File: src/rtl/spi_frame_engine.sv
module spi_frame_engine #(
  parameter int DW     = 32,
  parameter int DIV_W  = 8,
  parameter int WAIT_W = 8
) (
  input  logic          clk,
  input  logic          rst_n,
  input  logic [1:0]    cpu_addr,
  input  logic          cpu_wr,
  input  logic          cpu_rd,
  input  logic [DW-1:0] cpu_wdata,
  output logic [DW-1:0] cpu_rdata,
  output logic          sclk_o,
  input  logic          sclk_i,
  input  logic          ss_n_i,
  output logic          sdo,
  input  logic          sdi,
  output logic          irq_rx,
  output logic          irq_ovf,
  output logic          dma_req
);
  localparam int LW = $clog2(DW);

  typedef enum logic [1:0] {ST_IDLE, ST_RUN, ST_GAP} st_t;

  logic en, master, cpol, cpha, dma_en, rx_ie, ovf_ie;
  logic [LW-1:0]     len_m1;
  logic [DIV_W-1:0]  div;
  logic [WAIT_W-1:0] wt;
  logic [DW-1:0]     txd, rxd, tx_sh;
  logic [DW-2:0]     rx_sh;
  logic [LW-1:0]     smp_cnt;
  logic [DIV_W-1:0]  dcnt;
  logic [WAIT_W:0]   gcnt;
  logic [2:0]        sc_s;
  logic [1:0]        ss_s;
  logic full, ovf, pend, sclk_q, last_q, sdo_q;
  st_t  state;

  wire rd_clr  = cpu_rd && cpu_addr == 2'd0;
  wire tx_wr   = cpu_wr && cpu_addr == 2'd1;
  wire m_en    = en && master;
  wire s_act   = en && !master && !ss_s[1];
  wire tick    = state != ST_IDLE && dcnt == div;
  wire gap_end = state == ST_GAP && tick && gcnt == {wt, 1'b1};
  wire start   = m_en && pend && (state == ST_IDLE || gap_end);
  wire m_lead  = state == ST_RUN && tick && !sclk_q;
  wire m_trail = state == ST_RUN && tick && sclk_q;
  wire s_lead  = s_act && (sc_s[1] ^ cpol) && !(sc_s[2] ^ cpol);
  wire s_trail = s_act && !(sc_s[1] ^ cpol) && (sc_s[2] ^ cpol);
  wire lead    = master ? m_lead : s_lead;
  wire trail   = master ? m_trail : s_trail;
  wire smp_ev  = cpha ? trail : lead;
  wire drv_ev  = cpha ? lead : trail;
  wire load    = m_en ? start : !s_act;
  wire done    = smp_ev && smp_cnt == len_m1;
  wire [DW-1:0] rx_nxt = {rx_sh, sdi};
  wire busy    = m_en && (pend || state != ST_IDLE);

  assign sclk_o  = m_en ? (sclk_q ^ cpol) : cpol;
  assign sdo     = sdo_q;
  assign irq_rx  = full && rx_ie;
  assign irq_ovf = ovf && ovf_ie;
  assign dma_req = full && dma_en;

  always_comb begin
    case (cpu_addr)
      2'd0:    cpu_rdata = rxd;
      2'd1:    cpu_rdata = {{(DW-3){1'b0}}, busy, ovf, full};
      2'd2:    cpu_rdata = {{(DW-8-LW){1'b0}}, len_m1, 1'b0, ovf_ie, rx_ie, dma_en, cpha, cpol, master, en};
      default: cpu_rdata = {{(DW-DIV_W-WAIT_W){1'b0}}, wt, div};
    endcase
  end

  always_ff @(posedge clk or negedge rst_n) begin
    if (!rst_n) begin
      {en, master, cpol, cpha, dma_en, rx_ie, ovf_ie} <= '0;
      len_m1 <= '0;
      div    <= '0;
      wt     <= '0;
      txd    <= '0;
    end else if (cpu_wr) begin
      case (cpu_addr)
        2'd1: txd <= cpu_wdata;
        2'd2: begin
          {ovf_ie, rx_ie, dma_en, cpha, cpol, master, en} <= cpu_wdata[6:0];
          len_m1 <= cpu_wdata[8 +: LW];
        end
        2'd3: begin
          div <= cpu_wdata[0 +: DIV_W];
          wt  <= cpu_wdata[DIV_W +: WAIT_W];
        end
        default: ;
      endcase
    end
  end

  always_ff @(posedge clk or negedge rst_n) begin
    if (!rst_n) begin
      sc_s <= '0;
      ss_s <= '1;
    end else begin
      sc_s <= {sc_s[1:0], sclk_i};
      ss_s <= {ss_s[0], ss_n_i};
    end
  end

  always_ff @(posedge clk or negedge rst_n) begin
    if (!rst_n) begin
      state  <= ST_IDLE;
      pend   <= 1'b0;
      sclk_q <= 1'b0;
      last_q <= 1'b0;
      dcnt   <= '0;
      gcnt   <= '0;
    end else if (!m_en) begin
      state  <= ST_IDLE;
      pend   <= 1'b0;
      sclk_q <= 1'b0;
      last_q <= 1'b0;
      dcnt   <= '0;
      gcnt   <= '0;
    end else begin
      if (tx_wr)      pend <= 1'b1;
      else if (start) pend <= 1'b0;
      dcnt <= (state == ST_IDLE || start || tick) ? '0 : dcnt + 1'b1;
      if (m_lead)  sclk_q <= 1'b1;
      if (m_trail) sclk_q <= 1'b0;
      if (state != ST_RUN || m_trail) last_q <= 1'b0;
      else if (done)                  last_q <= 1'b1;
      case (state)
        ST_IDLE: if (start) state <= ST_RUN;
        ST_RUN: if (m_trail && (done || last_q)) begin
          state <= ST_GAP;
          gcnt  <= '0;
        end
        ST_GAP: if (gap_end) state <= start ? ST_RUN : ST_IDLE;
                else if (tick) gcnt <= gcnt + 1'b1;
        default: state <= ST_IDLE;
      endcase
    end
  end

  always_ff @(posedge clk or negedge rst_n) begin
    if (!rst_n) begin
      tx_sh   <= '0;
      rx_sh   <= '0;
      smp_cnt <= '0;
      sdo_q   <= 1'b0;
    end else if (load) begin
      rx_sh   <= '0;
      smp_cnt <= '0;
      if (cpha) tx_sh <= txd;
      else begin
        sdo_q <= txd[len_m1];
        tx_sh <= txd << 1;
      end
    end else begin
      if (smp_ev) begin
        rx_sh   <= done ? '0 : rx_nxt[DW-2:0];
        smp_cnt <= done ? '0 : smp_cnt + 1'b1;
      end
      if (drv_ev) begin
        sdo_q <= tx_sh[len_m1];
        tx_sh <= tx_sh << 1;
      end
    end
  end

  always_ff @(posedge clk or negedge rst_n) begin
    if (!rst_n) begin
      rxd  <= '0;
      full <= 1'b0;
      ovf  <= 1'b0;
    end else if (done) begin
      rxd  <= rx_nxt;
      full <= 1'b1;
      if (full && !rd_clr) ovf <= 1'b1;
      else if (rd_clr)     ovf <= 1'b0;
    end else if (rd_clr) begin
      full <= 1'b0;
      ovf  <= 1'b0;
    end
  end

  a_r3_done_sets_full: assert property (@(posedge clk) disable iff (!rst_n)
    done |=> full);
  a_r5_overrun: assert property (@(posedge clk) disable iff (!rst_n)
    done && full && !rd_clr |=> ovf);
  a_r4_read_clears: assert property (@(posedge clk) disable iff (!rst_n)
    rd_clr && !done |=> !full && !ovf);
  a_r7_gap_idle_clock: assert property (@(posedge clk) disable iff (!rst_n)
    state == ST_GAP |-> sclk_o == cpol);
  a_r2_no_write_no_frame: assert property (@(posedge clk) disable iff (!rst_n)
    state == ST_IDLE && !pend |=> state != ST_RUN);
  a_r11_off_is_idle: assert property (@(posedge clk) disable iff (!rst_n)
    !en |=> state == ST_IDLE);
endmodule

File: config.mk
export PLATFORM = sky130hd
export DESIGN_NAME = spi_frame_engine
export DESIGN_NICKNAME = d
export VERILOG_FILES = /design/src/rtl/spi_frame_engine.sv
export SDC_FILE = /design/constraint.sdc
export NUM_CORES = 1
export LEC_CHECK = 0
export BUFFER_PORTS_ARGS = -buffer_cell sky130_fd_sc_hd__buf_2
export CAP_MARGIN = 30
export CELL_PAD_IN_SITES_DETAIL_PLACEMENT = 0
export CELL_PAD_IN_SITES_GLOBAL_PLACEMENT = 1
export CORE_MARGIN = 10
export CORE_UTILIZATION = 50
export CTS_CLUSTER_SIZE = 16
export DETAILED_ROUTE_END_ITERATION = 16
export PLACE_DENSITY = 0.78
export SYNTH_ARGS = -nofsm -noshare
export SYNTH_HDL_FRONTEND = slang
export SYNTH_SLANG_ARGS = --single-unit
File: constraint.sdc
create_clock -name clk -period 3.7 [get_ports clk]
set_input_delay 0.185 -clock clk [delete_from_list [all_inputs] [get_ports clk]]
set_output_delay 0.185 -clock clk [all_outputs]
set_load 0.02 [all_outputs]
==> results.py <==
metrics = {
    "status": {
        "status": "complete, no violations",
    },
    "sta": {
        "finalCritPeriodShare_pct": 71.41,
        "finalSetupViolations": 0,
        "relSlewSlack_pct": 35.74,
        "post-route-min-period_ns": 2.642,
        "rsz0062_at_grt": "false",
        "tightest_slew_ns": 0.9638,
        "fin_ws_ns": 1.058,
        "finalMaxSlewViolations": 0,
        "fin_skew_ns": 0.009400,
        "hold_violations": 0,
        "setup_tns_ns": 0,
        "fmaxAchievable_mhz": 378.5,
    },
    "setup_path": {
        "critPathKind": "reg2reg",
        "cp-start-kind": "flip-flop",
        "worstPathRequired_ns": 4.01,
        "regToRegSetupSlack_ns": 1.06,
        "critPathCaptureType": "flip-flop",
        "worstPathMaxFanout": 41,
        "cp.arrival_ns": 2.95,
    },
    "global_routing": {
        "grtUsageTotal_pct": 18.41,
        "overflow": 0,
        "grt_max_degree": 112,
        "grt_pass1_wl_um": 38280,
        "antenna_found_initial": 0,
        "grt_pass1_vias": 7085,
    },
    "floorplanning": {
        "die-area_um2": 25520,
        "die_h_um": 159.7,
        "ios": 78,
        "start_util_pct": 50.50,
        "fp.coreArea_um2": 19330,
        "chipWidth_um": 159.7,
        "rows": 51,
    },
    "pwr": {
        "powerDensity_nw_per_um2": 522.2,
        "leakagePower_nw": 4.898,
        "peakVddDrop_mv": 0.2727,
        "p_total_mw": 5.789,
    },
    "logic_synthesis": {
        "synth-adder-area-share_pct": 0.3844,
        "yosysWarnings": 0,
        "syn_area_per_cell_um2": 11.76,
        "ys_ff_latch": 190,
        "synth_compound_area_share_pct": 8.239,
        "ys_types": 63,
        "synth_xor_area_share_pct": 2.858,
        "netlist_area_um2": 9764,
        "synth-simple-area-share_pct": 10.93,
        "synthTopCellsByArea": "dfrtp_1, mux2_2, mux2i_1",
        "synth-main-ff-cell": "dfrtp_1",
        "syn-instance-count": 830,
        "synth-async-reset-ratio_pct": 100.0,
        "synth_mux_area_share_pct": 25.03,
        "mappedNetlistNets": 874,
        "yosysSeqAreaShare_pct": 48.72,
        "synth_top_area_cell": "dfrtp_1",
        "synth_top_area_share_pct": 48.18,
        "synth_top_family_by_area": "multiplexers",
        "synth_edf_count": 0,
    },
    "placed_design": {
        "hpwl_um": 15690,
        "gp_congestion": 0.8483,
        "port_buffers": 77,
        "dp.cells": 1130,
        "post-place-ws_ns": 1.090,
    },
    "routing": {
        "drc": 0,
        "vias_per_cell": 5.665,
        "wire_per_inst_um": 19.53,
        "dr.pass1.iters": 5,
        "wl_um": 23080,
        "drt_iter0_drc": 430,
        "detail-route-antenna-nets": 0,
        "vias": 6696,
    },
    "clocking": {
        "htree_levels": 4,
        "cts.sinks": 190,
        "clk_latency_ns": 0.44,
        "clk_pin_slew_ns": 0.07,
        "cts_tree": "built",
        "cts-root-buf": "clkbuf_16",
        "cts_inserted_buffers": 17,
        "clock_path_buffers": 2,
        "ctsResizeCount": 0,
    },
    "cells_and_area": {
        "nNetsFinal": 948,
        "fin_cells": 1182,
        "area_growth_syn_to_layout_pct": 13.53,
        "n_fill_cell": 1652,
        "antenna_cells": 0,
        "drive_gt1_share_pct": 29.99,
        "final_core_util_pct": 57.34,
    },
    "hold_path": {
        "hold_class": "in2reg",
    },
    "job": {
        "drv_cap": 0,
    },
}
[synthesized netlist by cell type (6+ instances only)]
| library cell | instances |
|---|---|
| a21oi_1 | 40 |
| and2_1 | 22 |
| buf_6 | 8 |
| clkbuf_1 | 30 |
| dfrtp_1 | 188 |
| inv_1 | 6 |
| mux2_2 | 97 |
| mux2_4 | 30 |
| mux2i_1 | 48 |
| mux4_1 | 10 |
| mux4_2 | 7 |
| nand2_1 | 86 |
| nand3_1 | 49 |
| nor2_1 | 26 |
| o21ai_0 | 52 |
| o22a_1 | 7 |
| xnor2_1 | 23 |
| xor2_1 | 7 |
[state kept, by name, summed over array words and instances, names as in the netlist, 3 cells and up]
| signal | cells |
|---|---|
| len_m1 | 5 |
| txd | 32 |
| div | 8 |
| rxd | 32 |
| wt | 8 |
| smp_cnt | 5 |
| rx_sh | 31 |
| tx_sh | 32 |
| sc_s | 3 |
| dcnt | 8 |
| gcnt | 9 |
[path summary, 6_finish.rpt]
kind | start | end | cells past startpoint
max | gcnt[4] | tx_sh[28] | 6
min | cpu_rd | ovf | 3
max reg2reg | gcnt[4] | tx_sh[28] | 6
min reg2reg | sc_s[0] | sc_s[1] | 0
max in group asynchronous | rst_n | rxd[20] | 4
min in group asynchronous | rst_n | dcnt[5] | 3
[metrics by stage]
| stage | hold WS (ns) | area (µm²) |
|---|---|---|
| floorplan | -0.1106 | 9764 |
| global placement | 0.2893 | 10260 |
| detailed placement | 0.2949 | 10260 |
| CTS | 0.01101 | 11060 |
| global route | 0.01912 | 11090 |
| finish | 0.02234 | 11090 |
[critical path: stages, from the launching register on]
cell and delay, ns:
dfrtp_1 0.44, xnor2_1 0.20, nand3_1 0.12, nor3_1 0.39, a41o_2 0.69, buf_4 0.48
o21ai_0 0.17
[where the power goes]
group	internal, mW	switching [mW]	total, mW
registers	2.35	0.304	2.66
logic	0.625	0.587	1.21
clock network	1.08	0.840	1.92
total	4.06	1.73	5.79
[logic make-up after synthesis]
kind of cell | after synthesis
and+or+nand+nor | 221
muxes | 192
DFF | 190
AOI/OAI and AO/OA | 129
buffers and inverters | 64
xor gates and xnor gates | 31
adders and majority gates | 3
[layout by cell type (no fill, tap or decap), types with 7 or more instances in the layout]
cell,count
nand3_1,49
a21oi_1,40
and2_1,22
buf_4,15
o22a_1,7
nor2_1,26
o21ai_0,52
xnor2_1,23
buf_2,76
dfrtp_1,188
dlygate4sd3_1,19
mux4_1,10
mux2_4,30
mux4_2,7
xor2_1,7
nand2_1,86
clkbuf_16,17
mux2i_1,48
mux2_2,97
[area by class of cell]
class	count	area, µm²	area share, %
inverters	7	26.28	0.2370
flip-flops and latches	190	4757	42.91
clock inverters	14	181.4	1.637
repair buffers	112	724.4	6.535
clock buffers	18	429.2	3.871
multi-input cells	576	4636	41.82
well taps	265	331.6	2.991
[per-layer routing]
| layer | vias up | global-route usage [%] | routed length (µm) |
|---|---|---|---|
| met3 | 18 | 3.496 | 747 |
| li1 | 3115 | - | - |
| met1 | 3440 | 24.70 | 10620 |
| met5 | - | 0 | 0 |
| met2 | 123 | 30.21 | 11490 |
| met4 | 0 | 4.339 | 229 |
[timing repair]
action,in CTS,in global routing
hold endpoints to repair,124,0
setup buffers,0,0
hold buffers,19,0
(Power assumes the default switching activity.)
